<file path="src/rtl/mtw_pkg.sv">
package mtw_pkg;
  localparam int unsigned CNT_W   = 32;
  localparam int unsigned NUM_CH  = 4;
  localparam int unsigned ADDR_W  = 3;
  localparam int unsigned WDOG_CH = 3;

  typedef enum logic [ADDR_W-1:0] {
    REG_CMP0   = 3'd0,
    REG_CMP1   = 3'd1,
    REG_CMP2   = 3'd2,
    REG_CMP3   = 3'd3,
    REG_COUNT  = 3'd4,
    REG_FLAGS  = 3'd5,
    REG_IRQEN  = 3'd6,
    REG_WDARM  = 3'd7
  } reg_sel_e;
endpackage

</file>
<file path="src/rtl/mtw_rst_sync.sv">
module mtw_rst_sync #(
  parameter int unsigned STAGES = 2
) (
  input  logic clk,
  input  logic rst_n,
  output logic rst_sync_n
);
  logic [STAGES-1:0] pipe_q;
  logic [STAGES-1:0] pipe_d;

  always_comb begin
    pipe_d = {pipe_q[STAGES-2:0], 1'b1};
  end

  always_ff @(posedge clk or negedge rst_n) begin
    if (!rst_n) pipe_q <= '0;
    else        pipe_q <= pipe_d;
  end

  assign rst_sync_n = pipe_q[STAGES-1];
endmodule

</file>
<file path="src/rtl/mtw_counter.sv">
module mtw_counter #(
  parameter int unsigned W = 32
) (
  input  logic         clk,
  input  logic         rst_n,
  input  logic         tick_i,
  input  logic         load_i,
  input  logic [W-1:0] load_val_i,
  output logic [W-1:0] cnt_o,
  output logic [W-1:0] cnt_inc_o,
  output logic         step_o
);
  logic [W-1:0] cnt_q;
  logic [W-1:0] cnt_d;
  logic         cnt_en;

  // Plus-one value; wraps silently at all ones.
  assign cnt_inc_o = cnt_q + {{(W-1){1'b0}}, 1'b1};
  // A step is a tick-driven advance; a load never counts as one.
  assign step_o    = tick_i & ~load_i;
  assign cnt_en    = tick_i | load_i;

  always_comb begin
    cnt_d = cnt_q;
    if (load_i)      cnt_d = load_val_i;
    else if (tick_i) cnt_d = cnt_inc_o;
  end

  always_ff @(posedge clk or negedge rst_n) begin
    if (!rst_n)      cnt_q <= '0;
    else if (cnt_en) cnt_q <= cnt_d;
  end

  assign cnt_o = cnt_q;
endmodule

</file>
<file path="src/rtl/mtw_cmp_chan.sv">
module mtw_cmp_chan #(
  parameter int unsigned W = 32
) (
  input  logic         clk,
  input  logic         rst_n,
  input  logic         cmp_wr_i,
  input  logic [W-1:0] wdata_i,
  input  logic [W-1:0] cnt_inc_i,
  input  logic         step_i,
  input  logic         clr_i,
  input  logic         ien_i,
  output logic [W-1:0] cmp_o,
  output logic         flag_o,
  output logic         irq_o,
  output logic         hit_o
);
  logic [W-1:0] cmp_q;
  logic         flag_q;
  logic         flag_d;
  logic         flag_en;

  // Event only when a tick carries the counter onto the compare value.
  assign hit_o = step_i & (cnt_inc_i == cmp_q);

  always_ff @(posedge clk or negedge rst_n) begin
    if (!rst_n)        cmp_q <= '0;
    else if (cmp_wr_i) cmp_q <= wdata_i;
  end

  // A new event outranks a clear in the same cycle.
  always_comb begin
    flag_en = hit_o | clr_i;
    flag_d  = hit_o | (flag_q & ~clr_i);
  end

  always_ff @(posedge clk or negedge rst_n) begin
    if (!rst_n)       flag_q <= 1'b0;
    else if (flag_en) flag_q <= flag_d;
  end

  assign cmp_o  = cmp_q;
  assign flag_o = flag_q;
  assign irq_o  = flag_q & ien_i;
endmodule

</file>
<file path="src/rtl/mtw_wdog.sv">
module mtw_wdog (
  input  logic clk,
  input  logic rst_n,
  input  logic arm_set_i,
  input  logic hit_i,
  output logic armed_o,
  output logic rst_req_o
);
  logic arm_q;
  logic req_q;
  logic req_d;

  always_ff @(posedge clk or negedge rst_n) begin
    if (!rst_n)         arm_q <= 1'b0;
    else if (arm_set_i) arm_q <= 1'b1;
  end

  // Uses the arm state from before this edge.
  always_comb begin
    req_d = arm_q & hit_i;
  end

  always_ff @(posedge clk or negedge rst_n) begin
    if (!rst_n) req_q <= 1'b0;
    else        req_q <= req_d;
  end

  assign armed_o   = arm_q;
  assign rst_req_o = req_q;
endmodule

</file>
<file path="src/rtl/match_timer_wdog.sv">
module match_timer_wdog
  import mtw_pkg::*;
(
  input  logic              clk,
  input  logic              rst_n,
  input  logic              tick_i,
  input  logic              reg_wr_i,
  input  logic [ADDR_W-1:0] reg_addr_i,
  input  logic [CNT_W-1:0]  reg_wdata_i,
  output logic [CNT_W-1:0]  reg_rdata_o,
  output logic [NUM_CH-1:0] irq_o,
  output logic              wdog_rst_o
);
  logic              rst_sync_n;
  logic              cnt_load;
  logic [CNT_W-1:0]  cnt_q;
  logic [CNT_W-1:0]  cnt_inc;
  logic              cnt_step;
  logic [CNT_W-1:0]  cmp_val [NUM_CH];
  logic [NUM_CH-1:0] flag_q;
  logic [NUM_CH-1:0] hit;
  logic [NUM_CH-1:0] ien_q;
  logic              arm_q;
  logic              wr_flags;
  logic              wr_ien;
  logic              wr_arm;

  mtw_rst_sync #(.STAGES(2)) u_rst_sync (
    .clk        (clk),
    .rst_n      (rst_n),
    .rst_sync_n (rst_sync_n)
  );

  assign cnt_load = reg_wr_i & (reg_addr_i == REG_COUNT);
  assign wr_flags = reg_wr_i & (reg_addr_i == REG_FLAGS);
  assign wr_ien   = reg_wr_i & (reg_addr_i == REG_IRQEN);
  assign wr_arm   = reg_wr_i & (reg_addr_i == REG_WDARM) & reg_wdata_i[0];

  mtw_counter #(.W(CNT_W)) u_counter (
    .clk        (clk),
    .rst_n      (rst_sync_n),
    .tick_i     (tick_i),
    .load_i     (cnt_load),
    .load_val_i (reg_wdata_i),
    .cnt_o      (cnt_q),
    .cnt_inc_o  (cnt_inc),
    .step_o     (cnt_step)
  );

  always_ff @(posedge clk or negedge rst_sync_n) begin
    if (!rst_sync_n)  ien_q <= '0;
    else if (wr_ien)  ien_q <= reg_wdata_i[NUM_CH-1:0];
  end

  for (genvar ch = 0; ch < NUM_CH; ch++) begin : g_chan
    logic cmp_wr;
    assign cmp_wr = reg_wr_i & (reg_addr_i == ADDR_W'(ch));

    mtw_cmp_chan #(.W(CNT_W)) u_chan (
      .clk       (clk),
      .rst_n     (rst_sync_n),
      .cmp_wr_i  (cmp_wr),
      .wdata_i   (reg_wdata_i),
      .cnt_inc_i (cnt_inc),
      .step_i    (cnt_step),
      .clr_i     (wr_flags & reg_wdata_i[ch]),
      .ien_i     (ien_q[ch]),
      .cmp_o     (cmp_val[ch]),
      .flag_o    (flag_q[ch]),
      .irq_o     (irq_o[ch]),
      .hit_o     (hit[ch])
    );
  end

  mtw_wdog u_wdog (
    .clk       (clk),
    .rst_n     (rst_sync_n),
    .arm_set_i (wr_arm),
    .hit_i     (hit[WDOG_CH]),
    .armed_o   (arm_q),
    .rst_req_o (wdog_rst_o)
  );

  always_comb begin
    reg_rdata_o = '0;
    case (reg_addr_i)
      REG_CMP0:  reg_rdata_o = cmp_val[0];
      REG_CMP1:  reg_rdata_o = cmp_val[1];
      REG_CMP2:  reg_rdata_o = cmp_val[2];
      REG_CMP3:  reg_rdata_o = cmp_val[3];
      REG_COUNT: reg_rdata_o = cnt_q;
      REG_FLAGS: reg_rdata_o = CNT_W'(flag_q);
      REG_IRQEN: reg_rdata_o = CNT_W'(ien_q);
      REG_WDARM: reg_rdata_o = CNT_W'(arm_q);
      default:   reg_rdata_o = '0;
    endcase
  end
endmodule

</file>
<file path="config.mk">
export PLATFORM = sky130hd
export DESIGN_NAME = match_timer_wdog
export DESIGN_NICKNAME = d
export VERILOG_FILES = /design/src/rtl/mtw_pkg.sv /design/src/rtl/mtw_rst_sync.sv /design/src/rtl/mtw_counter.sv /design/src/rtl/mtw_cmp_chan.sv /design/src/rtl/mtw_wdog.sv /design/src/rtl/match_timer_wdog.sv
export SDC_FILE = /design/constraint.sdc
export NUM_CORES = 1
export LEC_CHECK = 0
export CORE_MARGIN = 4
export CORE_UTILIZATION = 59
export DETAILED_ROUTE_END_ITERATION = 16
export DONT_BUFFER_PORTS = 1
export MAX_ROUTING_LAYER = met4
export PLACE_DENSITY_LB_ADDON = 0.05
export REMOVE_ABC_BUFFERS = 1
export SETUP_SLACK_MARGIN = 0.5
export SLEW_MARGIN = 0
export SYNTH_ARGS = -nofsm -noshare
export SYNTH_HDL_FRONTEND = slang
export SYNTH_HIERARCHICAL = 1
export SYNTH_SLANG_ARGS = --single-unit
</file>
<file path="constraint.sdc">
create_clock -name clk -period 13.9 [get_ports clk]
set_input_delay 1.39 -clock clk [delete_from_list [all_inputs] [get_ports clk]]
set_output_delay 1.39 -clock clk [all_outputs]
set_load 0.01 [all_outputs]
</file>
Word level (Yosys, flattened, before mapping)

Index checks and enable logic that the tools add are counted.

Flip-flop bits (word level): 172
Input port bits: 39
Output and inout bits: 37
Logic and storage cells: 72

Add/subtract/negate cells: 1
Equal/unequal tests: 11
Muxes and demuxes: 3
Bitwise gates (word level): 41
Reductions and logical operators: 3

Operator list:

| kind                                                                  | count |
|---|---|
| 32-bit case mux with 8 select lines                                   | 1 |
| 32-bit equality test                                                  | 4 |
| 32-bit 2-to-1 mux                                                     | 2 |
| 32-bit by 1-bit adder with 32-bit output, second input constant       | 1 |
| 1-bit AND                                                             | 27 |
| 3-bit equality test, second input constant                            | 4 |
| 1-bit bitwise OR                                                      | 9 |
| 3-bit by 2-bit equality test with 1-bit output, second input constant | 2 |
| 1-bit inverter                                                        | 5 |
| 3-bit by 1-bit equality test with 1-bit output, second input constant | 1 |
| 3-bit zero test                                                       | 1 |
| 2-bit AND reduction                                                   | 1 |
| 2-bit nonzero test                                                    | 1 |

Depth between registers and ports, before layout

Gate-level depths: netlist of run 1.

Depth in word-level cells: 6
Mapped depth: 13
Mapped depth without buffers: 11

Modules after synthesis

The synthesis of run 1 kept the hierarchy.

By module, submodules not included:

| module           | instances | cells an instance | area an instance (um^2) | seq. area each (um^2) |
|---|---|---|---|---|
| mtw_cmp_chan     | 4         | 117               | 1586.5                  | 825.8 |
| mtw_counter      | 1         | 302               | 2414.8                  | 800.8 |
| match_timer_wdog | 1         | 190               | 1651.6                  | 100.1 |
| mtw_wdog         | 1         | 4                 | 63.8                    | 50.0 |
| mtw_rst_sync     | 1         | 3                 | 53.8                    | 50.0 |

Worst setup path before layout of run 1

Ideal clock, no wire load.

Path kind: input -> output
Start: input port reg_addr_i[0]
End: output port reg_rdata_o[11]
Data arrival time: 2.348 ns
Required time: 12.510 ns
Slack: 10.162 ns
Stages on the path: 5
Buffers on the path: 2
Cells stage by stage: buf_6 buf_6 mux4_2 inv_1 o21ai_1

Word-level cells in the longest chain between the ends: 2
Elaborated cells between the ends (all ways): 9
Those cells by class: eq/ne (7); mux (1); reduce/logical (1)

Ends and longest elaborated chain:

| what                                              | line                   | text |
|---|---|---|
| start: declaration                                | match_timer_wdog.sv:8  | `input logic [ADDR_W-1:0] reg_addr_i,` |
| 3-bit equality test, or another cell as far along | match_timer_wdog.sv:86 | `case (reg_addr_i)` |
| 32-bit case mux with 8 select lines (*)           | match_timer_wdog.sv:86 |  |
| end: declaration                                  | match_timer_wdog.sv:10 | `output logic [CNT_W-1:0] reg_rdata_o,` |

Every way passes the cells marked *; elsewhere a longest branch is shown, timed or not.

Final worst setup path of run 1

Start: input port reg_addr_i[1]
End: output port reg_rdata_o[8]

The elaborated chain is that of the path after synthesis.

==> reports/summary.txt, run 1 <==
Outcome -> complete, no violations
Worst skew pair latency -> 0.43 ns
Core area -> 17400 um^2
Post-Route Skew -> 0.0106 ns
Nets@finish -> 968
Largest net degree at the start of global routing -> 88
Vias in the first global route -> 7878
Worst Tran Pin Value -> 1.29 ns
Initial antenna violation count -> 1
Share of layout cells above drive strength 1 -> 21.3%
DP Area -> 10600 um^2
Iter 0 DRT Violations -> 703
Fmax -> 229 MHz
Flop-to-flop setup slack -> 9.65 ns
Worst Slack Setup Final -> 9.53 ns
Post-route ant nets -> 0
Total track usage -> 31.8%
Pleak -> 4.47 nW
Worst min path class -> reg2async
Pwr Density -> 159 nW/um^2
Crit Path Category -> in2out
Post-cts resize count -> 0
Pre-antenna DRT Iters -> 5
Residual DRC -> 0
Crit end category -> output port
First-pass GRT wire length -> 47.2 mm
Cts hold-fix bufs -> 0
TritonCTS clock tree -> done
Initial Util -> 60.6%
Max cap viols -> 0
Post-CTS Setup Bufs -> 0
Fin Setup TNS -> 0 ns
Final period utilization -> 31.5%
Syn. warnings -> 6
CTS Buf Count -> 17
Netlist Area Pre-Place -> 10500 um^2
Vias per inst -> 6.66
Port Buffers -> 0
Max Slew Vio Count -> 0
GR Overflow Total -> 0
Layout area overhead -> 6.09%
Clk pin slew, worst setup/hold paths -> 0.07 ns
Startpoint types -> input port
Max clock buf depth -> 2
Clock period minus worst slack -> 4.37 ns
Wire per inst -> 26.1 um
Dpl ws -> 9.58 ns
Row Count -> 48
IO Pins -> 76
Final Hold Viols -> 0
Clock Tree Root -> clkbuf_16
Crit path required time -> 12.51 ns
Via count -> 7767
Worst relative slew slack -> 13.5%
Chip height -> 141 um
Critical path data arrival time -> 2.98 ns
Worst ir drop on vdd -> 0.109 mV
Gpl congestion -> 1.07
CTS sink count -> 172
Syn Area/Cell -> 10.9 um^2
HPWL after detailed placement -> 21.1 mm
H-tree levels -> 4
CP Max Fanout -> 46
Setup violations, final -> 0
Die area -> 20000 um^2
Final wirelength -> 30.5 mm
Fin Hold WS -> 0.165 ns
Post-synthesis cell count -> 964
Die extent in x -> 141 um
Design area -> 11200 um^2
RSZ-0062 raised after global routing -> false
critical path: stages:
cell and delay (ns):
nand2b_4 0.15, nor2_2 0.84, nand2_1 0.31, o21ai_1 0.26
state kept, by name, summed over array words and instances, names as in the netlist:
| signal | cells |
|---|---|
| u_wdog/armed_o | 1 |
| u_wdog/rst_req_o | 1 |
| u_rst_sync/pipe_q | 2 |
| g_chan.u_chan/cmp_o | 128 |
| ien_q | 4 |
| u_counter/cnt_o | 32 |
| g_chan.u_chan/flag_o | 4 |
per-layer routing:
metal / wire length (um) / track usage [%] / vias up
met5: 0 / - / -
met4: 919 / 11.1 / 0
met3: 2420 / 7.99 / 58
met2: 14200 / 48.0 / 327
met1: 12900 / 42.4 / 3985
li1: - / - / 3397
cell usage in the layout, fill, tap and decap left out, types with 11 or more instances in the layout:
master / n
a31oi_1: 20
and2_1: 11
clkbuf_16: 17
dfrtp_1: 171
inv_1: 36
mux2_1: 24
mux2_2: 109
mux4_2: 30
nand2_1: 58
nand3_1: 21
nand4_1: 25
nor2_1: 30
nor4_1: 31
o21ai_0: 40
o21ai_1: 12
o22ai_1: 11
o31ai_1: 13
or4_1: 14
xnor2_1: 29
xor2_1: 137
area by class of cell:
| cell class | instances | area, um^2 |
|---|---|---|
| repair buffers | 6 | 45.0 |
| inverters | 37 | 139 |
| multi-input cells | 694 | 5790 |
| well taps | 225 | 282 |
| fillers | 1393 | 6200 |
| diodes | 1 | 2.50 |
| clock inverters | 13 | 130 |
| flip-flops and latches | 172 | 4310 |
| clock buffers | 19 | 453 |
where the power goes:
part,total [mW],internal (mW),switching [mW]
clock,0.477,0.261,0.216
combinational,0.535,0.241,0.294
sequential,0.759,0.611,0.148
stage by stage:
stage | total power [mW] | cells | utilization [%]
2_1_floorplan | 1.12 | 903 | -
3_3_place_gp | 1.27 | 1134 | 60.9
3_5_place_dp | 1.28 | 1134 | 60.9
4_1_cts | 1.76 | 1166 | 64.2
5_1_grt | 1.86 | 1167 | 64.3
6_report | 1.77 | 1167 | 64.3
final timing paths:
path,startpoint,to,cells after the start
min in group clk,u_rst_sync/pipe_q[0],u_rst_sync/pipe_q[1],0
setup / recovery,reg_addr_i[1],reg_rdata_o[8],4
setup reg to reg,u_counter/cnt_o[0],u_wdog/rst_req_o,11
hold / removal,u_rst_sync/pipe_q[1],g_chan[1].u_chan/cmp_o[13],0
max in group asynchronous,u_rst_sync/pipe_q[1],g_chan[0].u_chan/flag_o,1
hold reg to reg,u_rst_sync/pipe_q[1],g_chan[1].u_chan/cmp_o[13],0
(Power assumes the default switching activity.)
==> run 2: changes to the inputs <==
--- a/config.mk
+++ b/config.mk
@@ -6,7 +6,7 @@
 export NUM_CORES = 1
 export LEC_CHECK = 0
 export CORE_MARGIN = 4
-export CORE_UTILIZATION = 59
+export CORE_UTILIZATION = 58
 export DETAILED_ROUTE_END_ITERATION = 16
 export DONT_BUFFER_PORTS = 1
 export MAX_ROUTING_LAYER = met4
==> constraint.sdc (replaced) <==
create_clock -name clk -period 4 [get_ports clk]
set_input_delay 0.4 -clock clk [delete_from_list [all_inputs] [get_ports clk]]
set_output_delay 0.4 -clock clk [all_outputs]
set_load 0.01 [all_outputs]
==> run 2 against run 1 <==
  * First-iteration DRC count down 25%
  * Via count up 2.5%
  * Clock power rose to 3.8 times the previous value
  * Non-clock buffer count up 43
  * Critical path depth up 8
  * Routed wire length up 1.2%
  * Final area up 5.1%
  * Setup slack worse by 8.9 ns
  * Power rose to 3.7 times the previous value
  * Combinational power rose to 3.9 times the previous value
  * Sequential power rose to 3.4 times the previous value
  * Register-to-register slack worse by 9.0 ns
  * Largest cell class unchanged
==> reports/summary.txt, run 2 (synthesis results as in run 1) <==
Outcome -> complete, no violations
Pleak -> 4.75 nW
Chip height -> 143 um
Dpl cells -> 1169
Most common cell after layout, fill and taps aside -> dfrtp_1
Worst Slack Setup Final -> 0.616 ns
First-pass GRT wire length -> 48.3 mm
Post-route non-filler standard cell count -> 1209
Row Count -> 48
Setup violations, final -> 0
Port Buffers -> 0
Finished Core Util -> 66.9%
Fillers -> 1362
Final wirelength -> 30.8 mm
Core area -> 17500 um^2
Crit end category -> register
Pre-antenna DRT Iters -> 5
Layout area overhead -> 11.6%
Worst relative slew slack -> 11.2%
Pwr Density -> 554 nW/um^2
Reg area -> 4320 um^2
Slowest CP cell -> or4_4
Final Hold Viols -> 0
R2R cell count -> 12
Clock Tree Root -> clkbuf_16
Startpoint types -> register
Max clock buf depth -> 2
Max cap viols -> 0
Max Slew Vio Count -> 0
Critical Path, Cell by Cell -> ha_1, and4_4, nand4_1, nor4_4, xor2_1, buf_4, xor2_1, nor4_2, buf_4, nand4_1, or4_4, o41ai_2
CP max stage delay -> 0.57 ns
Initial Util -> 59.9%
Die area -> 20300 um^2
Fmax -> 296 MHz
Die extent in x -> 143 um
CTS Buf Count -> 17
Max reg flops -> 128
Worst min path class -> in2reg
HPWL after detailed placement -> 21.5 mm
Area of the multi-input gates -> 5960 um^2
TritonCTS clock tree -> done
Clk pin slew, worst setup/hold paths -> 0.06 ns
Antenna diodes -> 0
CTS sink count -> 172
Vias in the first global route -> 8181
CP Max Fanout -> 8
RSZ-0062 raised after global routing -> false
Vias per inst -> 6.58
Final period utilization -> 84.6%
Wire per inst -> 25.5 um
Residual DRC -> 0
Hold Path Cell Cnt -> 2
Crit Path Category -> reg2reg
Largest net degree at the start of global routing -> 72
Gpl congestion -> 0.995
Post-route ant nets -> 0
Worst Tran Pin Value -> 1.33 ns
Iter 0 DRT Violations -> 525
Critical path data arrival time -> 3.71 ns
Initial antenna violation count -> 0
Nets@finish -> 1011
GR Overflow Total -> 0
Clock period minus worst slack -> 3.38 ns
H-tree levels -> 4
Crit path required time -> 4.33 ns
IO Pins -> 76
Worst skew pair latency -> 0.43 ns
Total track usage -> 32.0%
Post-Route Skew -> 0.00894 ns
Via count -> 7958
Share of layout cells above drive strength 1 -> 28.8%
Worst ir drop on vdd -> 0.385 mV
Dpl ws -> 0.220 ns
Most frequent cells in the layout -> 158 x dfrtp_1, 134 x xor2_1, 109 x mux2_2
run 2: changes by cell type in the layout (fill, tap and decap cells not counted), sizes merged:
| cell | change |
|---|---|
| bufinv | +3 |
| clkbuf | +1 |
| buf | +42 |
| clkinv | -1 |
| dlygate4sd3 | +1 |
| clkinvlp | -2 |
| inv | -1 |
| diode | -1 |
run 2: area by class of cell:
| type | instances | share of cell area [%] |
|---|---|---|
| flip-flops and latches | 172 | 36.9 |
| clock inverters | 12 | 1.57 |
| inverters | 37 | 1.18 |
| multi-input cells | 694 | 50.8 |
| well taps | 225 | 2.40 |
| repair buffers | 49 | 3.27 |
| clock buffers | 20 | 3.89 |
run 2: path summary, 6_finish.rpt:
path / startpoint / end / slack, ns
max reg2reg: u_counter/cnt_o[0] / g_chan[0].u_chan/flag_o / 0.62
max in group asynchronous: u_rst_sync/pipe_q[1] / u_counter/cnt_o[4] / 2.47
max: u_counter/cnt_o[0] / g_chan[0].u_chan/flag_o / 0.62
min: reg_wdata_i[10] / u_counter/cnt_o[10] / 0.1
min reg2reg: u_rst_sync/pipe_q[0] / u_rst_sync/pipe_q[1] / 0.36
min in group asynchronous: rst_n / u_rst_sync/pipe_q[1] / 0.19
run 2: worst max-delay path: cells and delay by family (launching register included):
kind | cells | cell delay [ns]
adders and majority gates | 1 | 0.21
xor gates and xnor gates | 2 | 0.34
AOI/OAI and AO/OA | 1 | 0.20
DFF | 1 | 0.42
and+or+nand+nor | 6 | 1.75
buffers and inverters | 2 | 0.35
run 2: report_power, final:
part           internal (mW)  switching [mW]  leakage, nW
logic                  0.966            1.11         2.39
registers               2.13           0.473         2.04
clock network           1.09           0.721        0.313
run 2: what timing repair did:
item / 4_1_cts / 5_1_grt
hold endpoints to repair: 2 / 0
hold buffers: 1 / 0
buffers inserted: 2 / 5
pin swaps: 1 / 2
endpoints found under the setup margin: 5 / 5
gates resized for setup: 8 / 37
run 2: metrics by stage:
step / total power, mW / hold slack, ns / instance area, um^2 / setup TNS (ns)
after floorplan: 3.89 / 0.104 / 10200 / -195.09
after global placement: 4.51 / 0.104 / 10800 / 0
after detailed placement: 4.57 / 0.104 / 10800 / 0
after CTS: 6.42 / 0.0866 / 11500 / 0
after global routing: 6.81 / 0.0863 / 11700 / 0
final: 6.50 / 0.0979 / 11700 / 0
run 2: routing by layer:
metal	global-route usage (%)	routed length, um	vias up
li1	-	-	3476
met1	42.5	13200	4091
met2	50.1	14500	317
met3	6.10	2020	74
met4	10.1	1080	0
met5	-	0	-
==> run 3: changes to the inputs <==
--- a/config.mk
+++ b/config.mk
@@ -6,7 +6,7 @@
 export NUM_CORES = 1
 export LEC_CHECK = 0
 export CORE_MARGIN = 4
-export CORE_UTILIZATION = 58
+export CORE_UTILIZATION = 59
 export DETAILED_ROUTE_END_ITERATION = 16
 export DONT_BUFFER_PORTS = 1
 export MAX_ROUTING_LAYER = met4
==> constraint.sdc (replaced) <==
create_clock -name clk -period 3.15 [get_ports clk]
set_input_delay 0.315 -clock clk [delete_from_list [all_inputs] [get_ports clk]]
set_output_delay 0.315 -clock clk [all_outputs]
set_load 0.01 [all_outputs]
==> run 3 against run 2 <==
  * Register-to-register slack lost 0.67 ns
  * Sequential share of layout area shrank 2.3 points
  * Die area shrank 1.6%
  * Routed wire length grew 7.4%
  * Power grew 31%
  * Count of clock-buffer cells in the layout is the same
  * Largest power group unchanged
  * Utilization grew 5.0 points
  * Hold slack lost 0.083 ns
  * Combinational power grew 54%
  * Sequential cell count is the same
  * The flow now finishes with violations (setup timing)
  * Via count grew 4.5%
  * Global-route usage grew 2.7 points
==> reports/summary.txt, run 3 (synthesis results as in run 1) <==
Final wirelength -> 33.1 mm
Clock period minus worst slack -> 3.21 ns
M2 GR Usage -> 54.4%
Worst Slack Setup Final -> -0.0575 ns
Residual DRC -> 0
DP Area -> 11500 um^2
Seq pwr share -> 37.8%
Max cap viols -> 0
Dpl ws -> -0.183 ns
Crit end category -> register
Hold Path Cell Cnt -> 2
Clk pin slew, worst setup/hold paths -> 0.07 ns
Row Count -> 48
RSZ-0062 raised after global routing -> true
Most frequent cells in the layout -> 170 x dfrtp_1, 132 x xor2_1, 130 x buf_4
Layout area overhead -> 18.7%
Fmax -> 312 MHz
Finished Core Util -> 71.9%
Pleak -> 5.22 nW
Crit path required time -> 3.47 ns
Final period utilization -> 102%
Core area -> 17400 um^2
Met1 GRT Util -> 47.3%
Setup violations, final -> 4
Design area -> 12500 um^2
Final Hold Viols -> 0
Initial Util -> 60.6%
H-tree levels -> 4
Psw -> 3.14 mW
Total track usage -> 34.6%
Worst skew pair latency -> 0.43 ns
Pint -> 5.37 mW
Most common cell after layout, fill and taps aside -> dfrtp_1
Sw Ratio -> 36.9%
Via count -> 8313
Vias per inst -> 6.39
Critical path data arrival time -> 3.53 ns
Startpoint types -> register
Crit Path Category -> reg2reg
Largest net degree at the start of global routing -> 68
First-pass GRT wire length -> 51.3 mm
Initial antenna violation count -> 0
Outcome -> finished with violations
Chip height -> 141 um
Fin Hold WS -> 0.0145 ns
Gpl congestion -> 1.03
Nets@finish -> 1103
Gate power share -> 37.5%
Worst min path class -> in2reg
Iter 0 DRT Violations -> 868
Share of layout cells above drive strength 1 -> 34.9%
TritonCTS clock tree -> done
Violated checks -> setup timing
Clock Power Share -> 24.7%
Post-route ant nets -> 0
CTS Buf Count -> 17
Vias in the first global route -> 8634
IO Pins -> 76
CP Max Fanout -> 7
Pre-antenna DRT Iters -> 5
Die area -> 20000 um^2
Antenna diodes -> 0
Clock Tree Root -> clkbuf_16
CTS sink count -> 172
R2R cell count -> 12
HPWL after detailed placement -> 23.4 mm
Worst ir drop on vdd -> 0.500 mV
Worst relative slew slack -> 44.5%
Met3 global-route usage -> 6.24%
Max clock buf depth -> 2
Post-Route Skew -> 0.00801 ns
GR Overflow Total -> 0
Die extent in x -> 141 um
Port Buffers -> 0
Worst Tran Pin Value -> 0.832 ns
Pwr Density -> 683 nW/um^2
Max reg flops -> 128
Wire per inst -> 25.4 um
GR peak layer -> met2
Max Slew Vio Count -> 0
## run 3: cell count changes in the layout (fill, tap and decap cells not counted), sizes merged
cell,previous run,this run
bufinv,4,1
dlygate4sd3,1,3
clkinv,4,6
buf,48,138
clkinvlp,1,3
inv,40,39
## run 3: timing repair
item	4_1_cts	5_1_grt
endpoints found under the setup margin	5	5
pin swaps	21	17
hold buffers	2	1
hold endpoints to repair	3	1
gates resized for setup	40	19
setup buffers	6	6
## run 3: cell type report
class	count	area, um^2
multi-input combinational	694	6040
tap	225	282
fill	1238	4880
inverter	37	139
timing repair buffer	141	1110
clock buffer	20	457
sequential	172	4310
clock inverter	12	133
## run 3: final timing paths
kind	startpoint	to	slack, ns
max	u_counter/cnt_o[12]	g_chan[1].u_chan/flag_o	-0.06
min in group asynchronous	rst_n	u_rst_sync/pipe_q[1]	0.13
min reg2reg	u_rst_sync/pipe_q[0]	u_rst_sync/pipe_q[1]	0.36
max in group asynchronous	u_rst_sync/pipe_q[1]	u_counter/cnt_o[18]	1.89
max reg2reg	u_counter/cnt_o[12]	g_chan[1].u_chan/flag_o	-0.06
min	reg_wdata_i[7]	u_counter/cnt_o[7]	0.01
## run 3: critical path, cell delays in order, from the launching register on
cell and delay [ns]:
dfrtp_1 0.40, buf_4 0.20, nand3_1 0.21, nor3_2 0.25, nand4_1 0.21, xnor2_2 0.20
buf_4 0.16, xor2_1 0.16, nor4_2 0.26, buf_4 0.18, nand4_1 0.09, or4_4 0.56
o41ai_2 0.22
## run 3: per-stage QoR
stage	setup TNS [ns]	total power [mW]	cells
5_1_grt	-0.634	8.93	1301
3_5_place_dp	-0.750	6.16	1254
2_1_floorplan	-358.34	4.94	903
3_3_place_gp	-0.870	6.06	1254
6_report	-0.126	8.52	1301
4_1_cts	-0.0473	8.39	1294
## run 3: power groups by stage
stage	clock network, mW	logic [mW]	registers [mW]
finish	2.10	3.20	3.22
global route	2.23	3.42	3.28
CTS	2.12	3.06	3.20
detailed placement	0	2.92	3.24
global placement	0	2.86	3.21
floorplan	0	1.76	3.18
## run 3: metal layers
layer  share of wire, %  vias up
met5                  0        -
met1                 43     4246
met4                1.9        0
li1                   -     3643
met3                7.4       47
met2                 48      377
